**config.mk**
```make
export PLATFORM = sky130hd
export DESIGN_NAME = spi_wm_fifo_pair
export DESIGN_NICKNAME = d
export VERILOG_FILES = /design/src/rtl/spi_wm_pkg.sv /design/src/rtl/wm_byte_fifo.sv /design/src/rtl/wm_irq_gen.sv /design/src/rtl/spi_wm_fifo_pair.sv
export SDC_FILE = /design/constraint.sdc
export NUM_CORES = 1
export LEC_CHECK = 0
export BUFFER_PORTS_ARGS = -buffer_cell sky130_fd_sc_hd__buf_2
export CORE_ASPECT_RATIO = 1.2
export CORE_UTILIZATION = 40
export CTS_CLUSTER_DIAMETER = 30
export CTS_CLUSTER_SIZE = 8
export DETAILED_ROUTE_END_ITERATION = 10
export MAX_ROUTING_LAYER = met4
export PLACE_DENSITY_LB_ADDON = 0.08
export REMOVE_ABC_BUFFERS = 1
export SLEW_MARGIN = 20
export SYNTH_ARGS = -nofsm -noshare
export SYNTH_HDL_FRONTEND = slang
export SYNTH_SLANG_ARGS = --single-unit
```
**constraint.sdc**
```tcl
create_clock -name clk -period 2.9 [get_ports clk]
set_input_delay 0 -clock clk [delete_from_list [all_inputs] [get_ports clk]]
set_output_delay 0 -clock clk [all_outputs]
set_load 0.01 [all_outputs]
```
**src/rtl/spi_wm_pkg.sv**
```systemverilog
package spi_wm_pkg;

    localparam int BYTE_W   = 8;
    localparam int WORD_W   = 32;
    localparam int FLAG_BIT = 31;

    typedef enum logic [2:0] {
        RA_TXD   = 3'd0,
        RA_RXD   = 3'd1,
        RA_TXWM  = 3'd2,
        RA_RXWM  = 3'd3,
        RA_IEN   = 3'd4,
        RA_IPEND = 3'd5
    } reg_addr_e;

    typedef struct packed {
        logic rx_wm;
        logic tx_wm;
    } wm_bits_t;

    function automatic logic [WORD_W-1:0] data_word(input logic flag,
                                                    input logic [BYTE_W-1:0] b);
        logic [WORD_W-1:0] w;
        w = '0;
        w[FLAG_BIT] = flag;
        w[BYTE_W-1:0] = b;
        return w;
    endfunction

endpackage

```
**src/rtl/wm_byte_fifo.sv**
```systemverilog
module wm_byte_fifo #(
    parameter int DEPTH = 8,
    parameter int WIDTH = 8,
    localparam int AW = (DEPTH > 1) ? $clog2(DEPTH) : 1,
    localparam int CW = $clog2(DEPTH + 1)
) (
    input  logic             clk,
    input  logic             rst,
    input  logic             push,
    input  logic [WIDTH-1:0] push_data,
    input  logic             pop,
    output logic [WIDTH-1:0] head,
    output logic [CW-1:0]    count,
    output logic             full,
    output logic             empty
);
    logic [WIDTH-1:0] mem [DEPTH];
    logic [AW-1:0]    wr_ptr, rd_ptr;
    logic             do_push, do_pop;

    assign full    = (count == CW'(DEPTH));
    assign empty   = (count == '0);
    assign do_push = push && !full;
    assign do_pop  = pop && !empty;
    assign head    = mem[rd_ptr];

    function automatic logic [AW-1:0] bump(input logic [AW-1:0] p);
        return (p == AW'(DEPTH - 1)) ? '0 : p + 1'b1;
    endfunction

    always_ff @(posedge clk) begin
        if (do_push) mem[wr_ptr] <= push_data;
    end

    always_ff @(posedge clk) begin
        if (rst) begin
            wr_ptr <= '0;
            rd_ptr <= '0;
            count  <= '0;
        end else begin
            if (do_push) wr_ptr <= bump(wr_ptr);
            if (do_pop)  rd_ptr <= bump(rd_ptr);
            case ({do_push, do_pop})
                2'b10:   count <= count + 1'b1;
                2'b01:   count <= count - 1'b1;
                default: count <= count;
            endcase
        end
    end
endmodule

```
**src/rtl/wm_irq_gen.sv**
```systemverilog
module wm_irq_gen
    import spi_wm_pkg::*;
#(
    parameter int CW = 4
) (
    input  logic [CW-1:0] tx_count,
    input  logic [CW-1:0] rx_count,
    input  logic [CW-1:0] tx_mark,
    input  logic [CW-1:0] rx_mark,
    input  wm_bits_t      ien,
    output wm_bits_t      ipend,
    output logic          irq
);
    always_comb begin
        ipend.tx_wm = (tx_count < tx_mark);
        ipend.rx_wm = (rx_count > rx_mark);
        irq = |(ipend & ien);
    end
endmodule

```
**src/rtl/spi_wm_fifo_pair.sv**
```systemverilog
module spi_wm_fifo_pair
    import spi_wm_pkg::*;
#(
    parameter int DEPTH = 8
) (
    input  logic              clk,
    input  logic              rst,
    input  logic [2:0]        reg_addr,
    input  logic              reg_wr,
    input  logic              reg_rd,
    input  logic [WORD_W-1:0] reg_wdata,
    output logic [WORD_W-1:0] reg_rdata,
    output logic              tx_pop_valid,
    input  logic              tx_pop_ready,
    output logic [BYTE_W-1:0] tx_pop_data,
    input  logic              rx_push_valid,
    output logic              rx_push_ready,
    input  logic [BYTE_W-1:0] rx_push_data,
    output logic              irq
);
    localparam int CW = $clog2(DEPTH + 1);

    logic [CW-1:0]     tx_cnt, rx_cnt, tx_mark, rx_mark;
    logic              tx_full, tx_empty, rx_full, rx_empty;
    logic [BYTE_W-1:0] rx_head;
    wm_bits_t          ien, ipend;
    logic              wr_txd, rd_rxd;
    logic              unused_wdata;

    assign unused_wdata = ^reg_wdata;
    assign wr_txd = reg_wr && (reg_addr == RA_TXD);
    assign rd_rxd = reg_rd && (reg_addr == RA_RXD);

    wm_byte_fifo #(.DEPTH(DEPTH), .WIDTH(BYTE_W)) tx_q (
        .clk(clk), .rst(rst),
        .push(wr_txd), .push_data(reg_wdata[BYTE_W-1:0]),
        .pop(tx_pop_ready),
        .head(tx_pop_data), .count(tx_cnt),
        .full(tx_full), .empty(tx_empty)
    );

    wm_byte_fifo #(.DEPTH(DEPTH), .WIDTH(BYTE_W)) rx_q (
        .clk(clk), .rst(rst),
        .push(rx_push_valid), .push_data(rx_push_data),
        .pop(rd_rxd),
        .head(rx_head), .count(rx_cnt),
        .full(rx_full), .empty(rx_empty)
    );

    assign tx_pop_valid  = !tx_empty;
    assign rx_push_ready = !rx_full;

    always_ff @(posedge clk) begin
        if (rst) begin
            tx_mark <= CW'(1);
            rx_mark <= '0;
            ien     <= '0;
        end else if (reg_wr) begin
            case (reg_addr)
                RA_TXWM: tx_mark <= reg_wdata[CW-1:0];
                RA_RXWM: rx_mark <= reg_wdata[CW-1:0];
                RA_IEN:  ien     <= wm_bits_t'(reg_wdata[1:0]);
                default: ;
            endcase
        end
    end

    wm_irq_gen #(.CW(CW)) irq_i (
        .tx_count(tx_cnt), .rx_count(rx_cnt),
        .tx_mark(tx_mark), .rx_mark(rx_mark),
        .ien(ien), .ipend(ipend), .irq(irq)
    );

    always_comb begin
        reg_rdata = '0;
        case (reg_addr)
            RA_TXD:   reg_rdata = data_word(tx_full, '0);
            RA_RXD:   reg_rdata = data_word(rx_empty, rx_empty ? '0 : rx_head);
            RA_TXWM:  reg_rdata[CW-1:0] = tx_mark;
            RA_RXWM:  reg_rdata[CW-1:0] = rx_mark;
            RA_IEN:   reg_rdata[1:0] = ien;
            RA_IPEND: reg_rdata[1:0] = ipend;
            default:  reg_rdata = '0;
        endcase
    end
endmodule

```
# Word level (Yosys, flattened, before mapping)
# Memory sizes are Yosys's and may differ from the RTL's. A register that Yosys moved wholly into a read port is not among the register bits.
# Cells that the tools add are included.
[op_classes]
addsub = 8
n_lt_le_gt_ge = 2
eq_ne = 15
n_mux = 18
n_bitwise = 1
reduce_logical = 19
[op_table]
columns = ["op", "count"]
rows = [
  ["case mux 28 bit (2 select lines)", 1],
  ["2-to-1 mux 3 bit", 8],
  ["equality test 3 bit (second input constant)", 6],
  ["case mux 4 bit (2 select lines)", 2],
  ["adder 3 x 1 -> 3 bit (second input constant)", 4],
  ["case mux 2 bit (5 select lines)", 1],
  ["adder 4 x 1 -> 4 bit (second input constant)", 2],
  ["equality test 4 bit (second input constant)", 2],
  ["zero test 4 bit", 2],
  ["2-to-1 mux 8 bit", 1],
  ["subtractor 4 x 1 -> 4 bit (second input constant)", 2],
  ["equality test 3 x 2 -> 1 bit (second input constant)", 2],
  ["logical AND 1 bit", 6],
  ["case mux 2 bit (3 select lines)", 1],
  ["AND reduction 2 bit", 3],
  ["equality test 2 x 1 -> 1 bit (second input constant)", 2],
  ["equality test 2 bit (second input constant)", 2],
  ["> comparator 4 bit", 1],
  ["zero test 1 bit", 4],
  ["< comparator 4 bit", 1],
  ["2-to-1 mux 1 bit", 4],
  ["nonzero test 2 bit", 2],
  ["equality test 3 x 1 -> 1 bit (second input constant)", 1],
  ["zero test 3 bit", 1],
  ["other kinds (2)", 2],
]
[totals]
reg_bits = 30
ram_bits = 128
inputBits = 49
output_inout_bits = 43
elab_cells = 75
mem_count = 2
[mem_list]
columns = ["name", "depth", "width", "rd", "rd_clocked_by_memory_dff", "wr", "line_no", "text"]
rows = [
  ["rx_q.mem", 8, 8, 1, 1, 1, "wm_byte_fifo.sv:17", "logic [WIDTH-1:0] mem [DEPTH];"],
  ["tx_q.mem", 8, 8, 1, 1, 1, "wm_byte_fifo.sv:17", ""],
]

# Depth between registers and ports, before layout
[depth]
ltp_word = 5
mapped_depth = 12
mapped_depth_nobuf = 11

# Hierarchy
# A second synthesis with hierarchy kept.
[hier_totals]
cells_unflattened = 460
hier_area_um2 = 7288.2
[by_module_without_submodules]
columns = ["module", "instances", "cells_per_inst", "area_per_inst_um2", "seq_area_each_um2"]
rows = [
  ["wm_byte_fifo (rx_q)", 1, 170, 3160.5, 2182.1],
  ["wm_byte_fifo (tx_q)", 1, 171, 3095.5, 2182.1],
  ["spi_wm_fifo_pair", 1, 92, 824.5, 200.2],
  ["wm_irq_gen", 1, 27, 207.7, 0.0],
]

# Least setup slack after synthesis
# No wires, ideal clock.
[synth_timing]
path_kind = "register to register"
startpoint = "register rx_q.count[1]"
endpoint = "register rx_q.count[2]"
setup_ns = 0.128
t_arrival_ns = 2.488
required_time_ns = 2.772
slack_ns = 0.284
stages_incl_launch_ff = 12
n_path_buf = 3
period_less_slack_ns = 2.616
cell_sequence = "dfxtp_1 > buf_6 > or4b_4 > buf_6 > nand2_1 > ha_1 > clkbuf_1 > nor2_1 > or4b_1 > o211ai_1 > xnor2_1 > nor2_1"
[synth_via]
elab_chain_cells = 5
word_cells_on_any_way = 12
cone_classes = "add/sub (2); eq/ne (3); mux (1); reduce/logical (6)"
[synth_lines]
columns = ["element", "line_no", "text"]
rows = [
  ["start, declared", "wm_byte_fifo.sv:13", "output logic [CW-1:0] count,"],
  ["start signal, assigned", "wm_byte_fifo.sv:44", "2'b10: count <= count + 1'b1;"],
  ["start signal, assigned", "wm_byte_fifo.sv:45", "2'b01: count <= count - 1'b1;"],
  ["start signal, assigned", "wm_byte_fifo.sv:46", "default: count <= count;"],
  ["equality test 4 bit *", "wm_byte_fifo.sv:21", "assign full = (count == CW'(DEPTH));"],
  ["zero test 1 bit *", "n/a", ""],
  ["named net rx_push_ready", "spi_wm_fifo_pair.sv:17", "output logic rx_push_ready,"],
  ["logical AND 1 bit *", "wm_byte_fifo.sv:23", "assign do_push = push && !full;"],
  ["equality test 2 x 1 -> 1 bit or equality test 2 bit (tied branches)", "wm_byte_fifo.sv:43", "case ({do_push, do_pop})"],
  ["case mux 4 bit (2 select lines) or nonzero test 2 bit (tied branches)", "n/a", ""],
]
# The timed path passes the listed nets; every way through them passes the cells marked *.
# A chain may end at the register's enable or synchronous reset.

# Worst setup path in the final report
[layout_timing]
startpoint = "register rx_q.count[3]"
endpoint = "register rx_q.count[2]"
[layout_via]
elab_chain_cells = 5
word_cells_on_any_way = 10
cone_classes = "eq/ne (3); mux (1); reduce/logical (6)"
[layout_lines]
columns = ["element", "line_no", "text"]
rows = [
  ["zero test 4 bit *", "wm_byte_fifo.sv:22", "assign empty = (count == '0);"],
  ["zero test 1 bit *", "wm_byte_fifo.sv:24", "assign do_pop = pop && !empty;"],
  ["logical AND 1 bit *", "wm_byte_fifo.sv:24", ""],
  ["named net rx_q.do_pop", "wm_byte_fifo.sv:19", "logic do_push, do_pop;"],
  ["equality test 2 x 1 -> 1 bit or equality test 2 bit (tied branches)", "wm_byte_fifo.sv:43", ""],
  ["case mux 4 bit (2 select lines) or nonzero test 2 bit (tied branches)", "n/a", ""],
]
# Marked as above.

==> results.py <==
metrics = {
    "setup_path": {
        "crit_required_ns": 3.19,
        "cp-start-kind": "flop",
        "crit_type": "flop to flop",
        "critical-path-top-delay-family": "simple AND/OR/NAND/NOR gates",
        "reg2reg_from": "rx_q.count[3]$_SDFFE_PP0P_",
        "max_stage_delay_ns": 0.56,
        "reg2reg_slack_ns": 0.27,
        "cp.arrival_ns": 2.92,
        "cpMaxStageDelayCell": "or4_1",
        "crit_start": "rx_q.count[3]$_SDFFE_PP0P_",
        "crit_path_end_kind": "flop",
        "crit_path_frequent_cell": "nor2_1",
        "crit_buf_inv": 1,
        "crit_chain": "or4_1 > nand2b_1 > inv_1 > ha_1 > nor2_1 > or4b_1 > o211ai_1 > xnor2_1 > nor2_1",
        "r2r-end": "rx_q.count[2]$_SDFFE_PP0P_",
        "worstPathMaxFanout": 6,
        "reg2regPathDepth": 9,
    },
    "timing": {
        "fin_crit_sh_pct": 90.82,
        "hold_viol": 0,
        "period_needed_ns": 2.634,
        "slew_viol_final": 0,
        "setup_viol": 0,
        "rsz0062_at_grt": "false",
        "tightest_slew_ns": 0.8196,
        "relSlewSlack_pct": 44.86,
        "max_freq_mhz": 379.7,
        "finClkSkew_ns": 0.007896,
        "tns_ns": 0,
    },
    "detailed_routing": {
        "drc": 0,
        "wire_per_inst_um": 18.12,
        "dr_total_vias": 3959,
        "drtIter0Drc": 211,
        "viasPerCell": 5.069,
        "finalWirelength_mm": 14.15,
        "ant_nets": 0,
        "first_pass_iters": 4,
    },
    "synth": {
        "async_flop_share_pct": 0,
        "synth_top_area_cell": "edfxtp_1",
        "netlist_area_sq_um": 7076,
        "yosysTopAreaCellShare_pct": 54.32,
        "synth-adder-area-share_pct": 3.537,
        "synthMuxAreaShare_pct": 14.85,
        "synth_compound_area_share_pct": 3.501,
        "ys_types": 43,
        "ys_ff_latch": 164,
        "synth_area_leaders": "edfxtp_1, dfxtp_1, mux4_2",
        "syn-mean-instance-area_sq_um": 15.18,
        "synthXorXnorAreaFrac_pct": 0.9903,
        "synth_top_family_by_area": "multiplexers",
        "syn_inst": 466,
        "ys_seq_area_share_pct": 64.51,
        "synth-main-ff-cell": "edfxtp_1",
        "synth_edf_count": 128,
        "synthSimpleGateAreaFrac_pct": 8.187,
        "yosys_warnings": 0,
    },
    "grt": {
        "grt_pass1_wl_mm": 22.18,
        "grt_overflow": 0,
        "grt_max_degree": 34,
        "antenna_found_initial": 0,
        "grt_pass1_vias": 4142,
        "grtUsageTotal_pct": 17.43,
    },
    "placed_design": {
        "finalWeightedCongestion": 0.7640,
        "port-buffer-count": 44,
        "place_area_sq_um": 7579,
        "dp_hpwl_mm": 9.682,
    },
    "final_layout": {
        "areaGrowthSynthToFinish_pct": 18.69,
        "ff_latch_area_sq_um": 4564,
        "n_antenna_cell": 0,
        "layout.nets": 621,
        "fin_area_sq_um": 8398,
        "nFillCells": 1518,
        "layout-drive-gt1-share_pct": 25.13,
        "multi_input_area_sq_um": 2291,
    },
    "clocking": {
        "cts_resized": 0,
        "clkTransAtPathRegs_ns": 0.06,
        "clkSinkCount": 164,
        "cts_buffers": 17,
        "cts_tree": "yes",
        "insertion_delay_ns": 0.42,
        "cts_buffer_depth": 2,
        "ctsRootBufferMaster": "clkbuf_16",
        "h-tree-depth": 4,
    },
    "hold_path": {
        "hp-class": "input port to flop",
        "whs_path_depth": 2,
        "min_from": "rst",
        "worstHoldEndpoint": "rx_q.rd_ptr[0]$_SDFFE_PP0P_",
    },
    "floorplan": {
        "die_h_um": 147.7,
        "pin_count": 92,
        "num_rows": 52,
        "die_w_um": 123.4,
        "start_util_pct": 41.35,
        "core-area_sq_um": 17110,
        "dieArea_sq_um": 18230,
    },
    "power_and_ir_drop": {
        "irDropWorstVdd_mv": 0.4202,
        "power_leakage_nw": 3.050,
        "power_density_nw_per_um2": 650.1,
    },
    "run": {
        "drv_cap": 0,
    },
    "outcome": {
        "status": "finished, final reports clean",
    },
}
[layout make-up]
| class | count | share of cell area [%] |
|---|---|---|
| clock inverters | 14 | 2.503 |
| multi-input cells | 270 | 27.28 |
| repair buffers | 87 | 7.002 |
| inverters | 12 | 0.5364 |
| clock buffers | 18 | 5.110 |
| well taps | 216 | 3.218 |
| flip-flops and latches | 164 | 54.35 |
[where the power goes]
part / internal [mW] / leakage [nW] / switching [mW]
registers: 2.57 / 1.45 / 0.0297
clock network: 1.52 / 0.309 / 0.889
logic: 0.205 / 1.29 / 0.239
[worst max-delay path by stage]
stage          cells past startpoint                         end  slack [ns]
2_1_floorplan                     10  tx_q.count[2]$_SDFFE_PP0P_        0.44
3_3_place_gp                       9  rx_q.count[2]$_SDFFE_PP0P_        0.31
3_5_place_dp                       9  rx_q.count[2]$_SDFFE_PP0P_        0.28
4_1_cts                            9  rx_q.count[2]$_SDFFE_PP0P_        0.26
5_1_grt                           11  rx_q.count[2]$_SDFFE_PP0P_        0.12
6_report                           9  rx_q.count[2]$_SDFFE_PP0P_        0.27
[Yosys cell counts (10+ instances only)]
library cell,n
a21oi_1,20
buf_4,23
clkbuf_1,10
dfxtp_1,36
edfxtp_1,128
ha_1,20
inv_1,12
mux2i_1,24
mux4_2,32
nand2_1,20
nand2b_1,10
nor2_1,39
nor3_1,12
[per-stage QoR]
stage          setup slack (ns)  hold slack [ns]  power (mW)  instances  util, %
4_1_cts                  0.2619          0.07438       5.532        781    49.08
3_5_place_dp             0.2834           0.2715       3.086        731    44.29
2_1_floorplan            0.4383          0.06907       2.922        446        -
3_3_place_gp             0.3145           0.2646       3.078        731    44.29
5_1_grt                  0.1183           0.1089       5.669        781    49.08
6_report                 0.2661          0.08010       5.459        781    49.08
[state kept, by name, indices dropped and copies added, names as in the netlist, 3 cells and up, named ones only]
register	flops
tx_q.mem	64
tx_q.wr_ptr	3
rx_mark	4
rx_q.rd_ptr	3
rx_q.count	4
tx_q.rd_ptr	3
tx_mark	4
tx_q.count	4
rx_q.mem	64
rx_q.wr_ptr	3
[kinds of logic after synthesis]
family / after synthesis
AOI/OAI and AO/OA: 41
xor gates and xnor gates: 8
adders and majority gates: 20
buffers and inverters: 54
DFF: 164
muxes: 64
other: 1
and+or+nand+nor: 114
[repair_timing]
| action | in CTS | in global routing |
|---|---|---|
| setup buffers | 0 | 0 |
| setup endpoints to repair | 0 | 0 |
| endpoints found under the hold margin | 141 | 0 |
| hold buffers | 18 | 0 |
[per-layer routing]
metal  part of all wire (%)  track usage, %  vias to the layer above
li1                       -               -                     1903
met1                     41           19.05                     1976
met2                     54           30.61                       62
met3                    2.6           3.742                       18
met4                    1.9           6.566                        0
met5                      0               -                        -
[placed cells by master, fill, tap and decap left out, types with 6 or more instances in the layout]
| master | n |
|---|---|
| a21oi_1 | 20 |
| buf_2 | 44 |
| buf_4 | 25 |
| clkbuf_16 | 17 |
| conb_1 | 23 |
| dfxtp_1 | 36 |
| dlygate4sd3_1 | 18 |
| edfxtp_1 | 128 |
| ha_1 | 20 |
| inv_1 | 12 |
| mux2_2 | 8 |
| mux2i_1 | 24 |
| mux4_2 | 32 |
| nand2_1 | 20 |
| nand2b_1 | 10 |
| nor2_1 | 39 |
| nor2b_1 | 6 |
| nor3_1 | 12 |
| o21ai_0 | 9 |
Note: power is estimated with default switching activity, not from simulation.
